==> config.mk <==
export PLATFORM = sky130hd
export DESIGN_NAME = rst_supervisor
export DESIGN_NICKNAME = d
export VERILOG_FILES = /design/src/rtl/rsup_pkg.sv /design/src/rtl/rsup_sync.sv /design/src/rtl/rsup_debounce.sv /design/src/rtl/rsup_seq.sv /design/src/rtl/rst_supervisor.sv
export SDC_FILE = /design/constraint.sdc
export NUM_CORES = 1
export LEC_CHECK = 0
export BUFFER_PORTS_ARGS = -buffer_cell sky130_fd_sc_hd__buf_2
export CAP_MARGIN = 0
export CORE_MARGIN = 2
export CORE_UTILIZATION = 30
export CTS_CLUSTER_DIAMETER = 30
export CTS_CLUSTER_SIZE = 24
export DETAILED_ROUTE_END_ITERATION = 8
export PLACE_DENSITY = 0.44
export SLEW_MARGIN = 20
export SYNTH_ARGS = -nofsm -noshare
export SYNTH_HDL_FRONTEND = slang
export SYNTH_SLANG_ARGS = --single-unit
export TNS_END_PERCENT = 50
==> constraint.sdc <==
create_clock -name clk -period 4 [get_ports clk]
set_input_delay 1 -clock clk [delete_from_list [all_inputs] [get_ports clk]]
set_output_delay 1 -clock clk [all_outputs]
set_load 0.01 [all_outputs]
==> src/rtl/rsup_pkg.sv <==
package rsup_pkg;
  // Sequencer phases of the reset output.
  typedef enum logic [1:0] {
    ST_RUN   = 2'd0,  // output released
    ST_PULSE = 2'd1,  // pushbutton pulse in progress
    ST_FAIL  = 2'd2,  // supply below threshold
    ST_RECOV = 2'd3   // waiting out the recovery delay
  } rsup_state_e;
endpackage

==> src/rtl/rsup_sync.sv <==
module rsup_sync #(
  parameter int unsigned STAGES  = 2,
  parameter logic        RST_VAL = 1'b1
) (
  input  logic clk,
  input  logic rst_n,
  input  logic d_in,
  output logic d_out
);
  logic [STAGES-1:0] chain_q;
  logic [STAGES-1:0] chain_d;

  always_comb begin
    chain_d = {chain_q[STAGES-2:0], d_in};
  end

  always_ff @(posedge clk or negedge rst_n) begin
    if (!rst_n) chain_q <= {STAGES{RST_VAL}};
    else        chain_q <= chain_d;
  end

  assign d_out = chain_q[STAGES-1];
endmodule

==> src/rtl/rsup_debounce.sv <==
module rsup_debounce #(
  parameter int unsigned DEB_CYC = 8
) (
  input  logic clk,
  input  logic rst_n,
  input  logic btn_sync,   // synchronized level, 1 = released
  output logic rel_evt     // one-cycle strobe: release accepted this edge
);
  localparam int unsigned DW = $clog2(DEB_CYC + 1);

  logic [DW-1:0] cnt_q, cnt_d;
  logic          lvl_q, lvl_d;
  logic          differ, done;

  always_comb begin
    differ  = (btn_sync != lvl_q);
    done    = differ && (cnt_q == DW'(DEB_CYC - 1));
    cnt_d   = (differ && !done) ? cnt_q + 1'b1 : '0;
    lvl_d   = done ? btn_sync : lvl_q;
    rel_evt = done && btn_sync;
  end

  always_ff @(posedge clk or negedge rst_n) begin
    if (!rst_n) begin
      cnt_q <= '0;
      lvl_q <= 1'b1;
    end else begin
      cnt_q <= cnt_d;
      lvl_q <= lvl_d;
    end
  end
endmodule

==> src/rtl/rsup_seq.sv <==
module rsup_seq
  import rsup_pkg::*;
#(
  parameter int unsigned PULSE_CYC = 32,
  parameter int unsigned RECOV_CYC = 24
) (
  input  logic clk,
  input  logic rst_n,
  input  logic rel_evt,
  input  logic pwr_fail,
  input  logic osc_off,
  output logic rst_out_n
);
  localparam int unsigned LONGEST = (PULSE_CYC > RECOV_CYC) ? PULSE_CYC : RECOV_CYC;
  localparam int unsigned CW      = $clog2(LONGEST + 1);

  rsup_state_e   state_q, state_d;
  logic [CW-1:0] cnt_q, cnt_d;
  logic          cnt_en;
  logic          pulse_done, recov_done;
  logic          out_q;

  always_comb begin
    pulse_done = (cnt_q == CW'(PULSE_CYC - 1));
    recov_done = (cnt_q == CW'(RECOV_CYC - 1));
    state_d    = state_q;
    cnt_d      = '0;
    cnt_en     = 1'b0;
    if (pwr_fail) begin
      state_d = ST_FAIL;   // fail wins over everything
      cnt_en  = 1'b1;
    end else begin
      unique case (state_q)
        ST_FAIL: begin
          state_d = osc_off ? ST_RUN : ST_RECOV;
          cnt_en  = 1'b1;
        end
        ST_RECOV: begin
          if (osc_off || recov_done) state_d = ST_RUN;
          else begin
            cnt_en = 1'b1;
            cnt_d  = cnt_q + 1'b1;
          end
        end
        ST_PULSE: begin
          if (pulse_done) state_d = ST_RUN;
          else begin
            cnt_en = 1'b1;
            cnt_d  = cnt_q + 1'b1;
          end
        end
        default: begin
          if (rel_evt) begin
            state_d = ST_PULSE;
            cnt_en  = 1'b1;
          end
        end
      endcase
    end
  end

  always_ff @(posedge clk or negedge rst_n) begin
    if (!rst_n) begin
      state_q <= ST_FAIL;
      out_q   <= 1'b0;
    end else begin
      state_q <= state_d;
      out_q   <= (state_d == ST_RUN);
    end
  end

  always_ff @(posedge clk or negedge rst_n) begin
    if (!rst_n)      cnt_q <= '0;
    else if (cnt_en) cnt_q <= cnt_d;
  end

  assign rst_out_n = out_q;
endmodule

==> src/rtl/rst_supervisor.sv <==
module rst_supervisor #(
  parameter int unsigned DEB_CYC   = 8,
  parameter int unsigned PULSE_CYC = 32,
  parameter int unsigned RECOV_CYC = 24
) (
  input  logic clk,
  input  logic rst_n,
  input  logic btn_n,
  input  logic pwr_fail,
  input  logic osc_off,
  output logic rst_out_n
);
  logic btn_sync;
  logic rel_evt;

  rsup_sync #(.STAGES(2), .RST_VAL(1'b1)) u_sync (
    .clk   (clk),
    .rst_n (rst_n),
    .d_in  (btn_n),
    .d_out (btn_sync)
  );

  rsup_debounce #(.DEB_CYC(DEB_CYC)) u_deb (
    .clk      (clk),
    .rst_n    (rst_n),
    .btn_sync (btn_sync),
    .rel_evt  (rel_evt)
  );

  rsup_seq #(.PULSE_CYC(PULSE_CYC), .RECOV_CYC(RECOV_CYC)) u_seq (
    .clk       (clk),
    .rst_n     (rst_n),
    .rel_evt   (rel_evt),
    .pwr_fail  (pwr_fail),
    .osc_off   (osc_off),
    .rst_out_n (rst_out_n)
  );
endmodule

# After elaboration in Yosys (flattened, before gate mapping)
# Cells that the tools add are included.
# word_totals
inputBits	5
ff_bits	16
# op_classes
n_eq_ne	7
mux	16
reduce_logical	6
addsub	2
# op_table
op	count
two-way mux 6 bit	3
equality test 6 x 5 -> 1 bit, second input constant	2
one-hot mux 6 bit (2 select lines)	1
two-way mux 2 bit	5
adder 6 x 1 -> 6 bit, second input constant	1
one-hot mux 2 bit (3 select lines)	1
adder 4 x 1 -> 4 bit, second input constant	1
equality test 2 bit, second input constant	2
equality test 4 x 3 -> 1 bit, second input constant	1
two-way mux 1 bit	4
two-way mux 4 bit	1
logical AND 1 bit	3
one-hot mux 1 bit (3 select lines)	1
equality test 2 x 1 -> 1 bit, second input constant	1
zero test 2 bit	1
zero test 1 bit	1
logical OR 1 bit	1
!= test 1 bit	1

# Depth between registers and ports, before layout
# logic_depth
ltp_word	7
ltp_mapped	5
depth_no_buf	5

# By module
# Synthesis repeated with hierarchy kept, for this count alone.
# hier_totals
cells_unflattened	70
area_unflattened_um2	815.8
# by_module_without_submodules
mod	area_each_um2	n_inst	seq_area_each_um2	cells_each
rsup_seq	518.0	1	226.5	49
rsup_debounce	245.2	1	126.4	19
rsup_sync	52.6	1	52.6	2

# Worst setup path after synthesis
# OpenSTA, ideal clock, no wires.
# synth_timing
path_type	input -> register
from	input osc_off
to	register u_seq.cnt_q[0]
path_buffers	0
slack_ps	2210
path_stages	4
setup_ps	125
arrival_time_ps	1666
cell_sequence	nand2b_1 a21oi_1 o31ai_2 mux2_2
# synth_via
elab_chain_cells	4
# synth_lines
element	line	source
from (decl)	rst_supervisor.sv:10	input logic osc_off,
logical OR 1 bit (*)	rsup_seq.sv:39	if (osc_off || recov_done) state_d = ST_RUN;
two-way mux 1 bit or two-way mux 6 bit (tied branches)	rsup_seq.sv:39	
one-hot mux 1 bit (3 select lines) or one-hot mux 6 bit (2 select lines) (tied branches)	rsup_seq.sv:33	unique case (state_q)
two-way mux 1 bit or two-way mux 6 bit (tied branches)	rsup_seq.sv:29	if (pwr_fail) begin
to (signal assigned)	rsup_seq.sv:74	else if (cnt_en) cnt_q <= cnt_d;
to (decl)	rsup_seq.sv:18	logic [CW-1:0] cnt_q, cnt_d;
# Mark *: on every way between the ends. The rest lies on a longest branch, timed or not.
# A chain may end at the register's enable or synchronous reset.

# Worst setup path in the final report
# layout_timing
from	register u_seq.out_q, in the netlist u_seq.rst_out_n
to	output rst_out_n
# layout_rtl
element	line	source
from (decl)	rsup_seq.sv:21	logic out_q;
from (signal assigned)	rsup_seq.sv:68	out_q <= (state_d == ST_RUN);
to (decl)	rst_supervisor.sv:11	output logic rst_out_n
# No word-level cell between the ends.

==> metrics.md <==
| Metric | Value |
|---|---|
| Iter 0 DRT Violations | 28 |
| Slew margin rel. | 74.54% |
| Worst setup margin | 2.231 ns |
| R2R Path Start | u_seq.cnt_q[0]$_DFFE_PN0P_ |
| Critical path endpoint category | primary output |
| Hold-fix buffers, CTS | 0 |
| Chip height | 57.06 um |
| H-tree levels | 1 |
| Final Instance Count excl. Fillers | 117 |
| Drc violations | 0 |
| Reg-to-reg slack, setup | 2.32 ns |
| Die area | 3256 um2 |
| Port Buffers | 5 |
| RSZ-0062 raised after global routing | false |
| Worst slew pin tran | 0.3794 ns |
| CORE AREA | roughly 2700 um2 |
| # diodes | 0 |
| Max-capacitance violation count | 0 |
| Final slew viol count | 0 |
| Async SR Flop Fraction | 100.0% |
| Detail Placement HPWL | 1.149 mm |
| Clk sink count | 16 |
| Placed Instances | 113 |
| Crit share post-route | 44.23% |
| Rows | 19 |
| CP Class | reg -> out |
| Die Wd | 57.06 um |
| CP max-delay cell | dfrtp_1 |
| Vias/cell | 5.214 |
| Vias | 610 |
| Setup violations, final | 0 |
| Hold Crit Class | reg -> reg |
| Main synth FF type | dfrtp_1 |
| Fin util | 34.53% |
| GPL Wtd Cong | 0.7772 |
| P&R area growth vs syn | 10.81% |
| Top delay family on crit path | flip-flops |
| Dpl cell area | 899.6 um2 |
| Sequential area share after synthesis | 48.00% |
| Clock Pin Slew Worst Setup and Hold Paths | around 0.090 ns |
| Fill cells | 286 |
| Wire per inst | approximately 13 um |
| Total Routing Usage GR | between 10 and 15% |
| Final WL | ~1.5 mm |
| Cell Chain, Critical Path | buf_2 |
| Largest net degree at the start of global routing | 17 |
| Leakage | 0.4074 nW |
| R2R depth | 5 |
| GRT Residual Overflow | 0 |
| WHS Endpoint | u_sync.chain_q[1]$_DFF_PN1_ |
| Fin area | 935.9 um2 |
| Io pins | 6 |
| Clock latency on the worst-skew pair | 0.28 ns |
| Hold Violations, Final | 0 |
| CP max stage delay | between 0.3 and 0.4 ns |
| Max FO, Critical Path | 1 |
| Nets | 94 |
| Final antenna-violating net count | 0 |
| Reg-to-reg endpoint | u_seq.cnt_q[0]$_DFFE_PN0P_ |
| Global-route wire length before repair | 2.732 mm |
| Worst path arrival time | 0.77 ns |
| Yosys cell types | 38 |
| Post-CTS sizing | 0 |
| VDD IR-drop max | about 0.0002 V |
| Netlist Area Pre-Place | 844.6 um2 |
| Post-Route Skew | 0.005812 ns |
| Initial antenna violation count | 0 |
| Tmin final | approximately 1.8 ns |
| Worst hold path startpoint | u_sync.chain_q[0]$_DFF_PN1_ |
| WHS Path Cells | 0 |
| Share of post-route cells with drive strength above 1 | 24.42% |
| Mapped Nets | 86 |
| Max Fclk | 565.3 MHz |
| Pre-CTS WS | around 2.0 ns |
| Initial Util | 31.16% |
| Flops & latches, synth | 16 |
| Outcome | completed |
| Critical Path RT | around 3.0 ns |
| Root Buffer | clkbuf_4 |
| Cell area power density | 395.4 nW/um2 |
| CP Buf/Inv Count | 1 |
| Synth Warn # | 0 |
| Crit path launch type | register |
| Overall Power | 0.3701 mW |
| TritonRoute pass-1 iters | 4 |
| TritonCTS clock tree | yes |
| Post-synth EDFFs | 0 |
| Post-CTS setup buffer count | 0 |
| Avg Inst Size Synth | approximately 11 um2 |
| Hold WS | around 0.36 ns |
| Clk buf depth | 2 |
| Fin Setup TNS | 0 ns |
| Number of global-route vias before repair | 586 |
| CTS Buf Count | 3 |
| Post-synthesis cell count | 79 |
## logic make-up after synthesis
family / count (synthesis) / synth area share [%]
flip-flops: 16 / 48.00
buffers and inverters: 4 / 1.925
adder cells (fa/ha/maj): 2 / 2.962
AND/OR/NAND/NOR: 28 / 19.55
multiplexers: 2 / 2.666
AO/OA/AOI/OAI: 24 / 21.78
XOR/XNOR: 3 / 3.112
## cell usage in the layout (no fill, tap or decap), drive strengths merged, types with 2 or more instances in the layout
cell type	synthesis	routed
a21oi	2	2
clkbuf	1	4
nor2b	2	2
nand2b	4	4
and3	2	2
o31ai	2	2
inv	2	2
o21ai	5	5
ha	2	2
nand2	4	4
o31a	2	2
xor2	3	3
mux2	2	2
nor2	6	6
buf	1	5
dfstp	4	4
a22o	2	2
nor3	2	2
a31oi	4	4
dfrtp	12	12
## cell type report
| class | count | area, um2 | area share [%] |
|---|---|---|---|
| Clock buffer | 4 | 36.28 | 3.877 |
| Inverter | 2 | 7.507 | 0.8021 |
| Timing Repair Buffer | 5 | 25.02 | 2.674 |
| Tap cell | 31 | 38.79 | 4.144 |
| Multi-Input combinational cell | 59 | 422.9 | 45.19 |
| Sequential cell | 16 | 405.4 | 43.32 |
## registers in the layout (all words and copies together) (netlist names)
register         flops
u_deb.lvl_q          1
u_deb.cnt_q          4
u_seq.state_q        2
u_seq.rst_out_n      1
u_sync.chain_q       2
u_seq.cnt_q          6
## report_power, final
part           leakage, nW  internal [mW]  switching (mW)
clock network       0.0210         0.0553          0.0506
logic                0.182         0.0293          0.0307
registers            0.204          0.187          0.0176
## how the worst max path moves through the flow
stage | startpoint | end | depth (start not counted) | slack (ns)
CTS | u_seq.rst_out_n$_DFF_PN0_ | rst_out_n | 1 | 2.21
detailed placement | osc_off | u_seq.cnt_q[0]$_DFFE_PN0P_ | 5 | 2.00
global route | u_seq.rst_out_n$_DFF_PN0_ | rst_out_n | 1 | 2.19
finish | u_seq.rst_out_n$_DFF_PN0_ | rst_out_n | 1 | 2.23
global placement | pwr_fail | u_seq.cnt_q[0]$_DFFE_PN0P_ | 5 | 2.01
floorplan | osc_off | u_seq.cnt_q[0]$_DFFE_PN0P_ | 4 | 2.21
## cells in the mapped netlist, drive strengths merged (2+ instances only)
cell type / number / area, um2
a21oi: 2 / 13.76
a22o: 2 / 17.52
o21ai: 5 / 25.02
o31ai: 2 / 20.02
dfrtp: 12 / 300.3
mux2: 2 / 22.52
inv: 2 / 7.510
a31oi: 4 / 25.02
o31a: 2 / 17.52
and3: 2 / 12.51
xor2: 3 / 26.28
nor2b: 2 / 12.51
nand2b: 4 / 25.02
nor2: 6 / 22.52
nor3: 2 / 10.01
dfstp: 4 / 105.1
nand2: 4 / 15.01
ha: 2 / 25.02
## layer usage
metal / vias up / track usage [%] / routed length (um)
met4: 0 / 5.980 / 18
met5: - / 0 / 0
met2: 9 / 15.44 / 698
met1: 291 / 15.47 / 771
met3: 2 / 2.494 / 54
li1: 308 / - / -
Power figures use the tool's default switching activity.
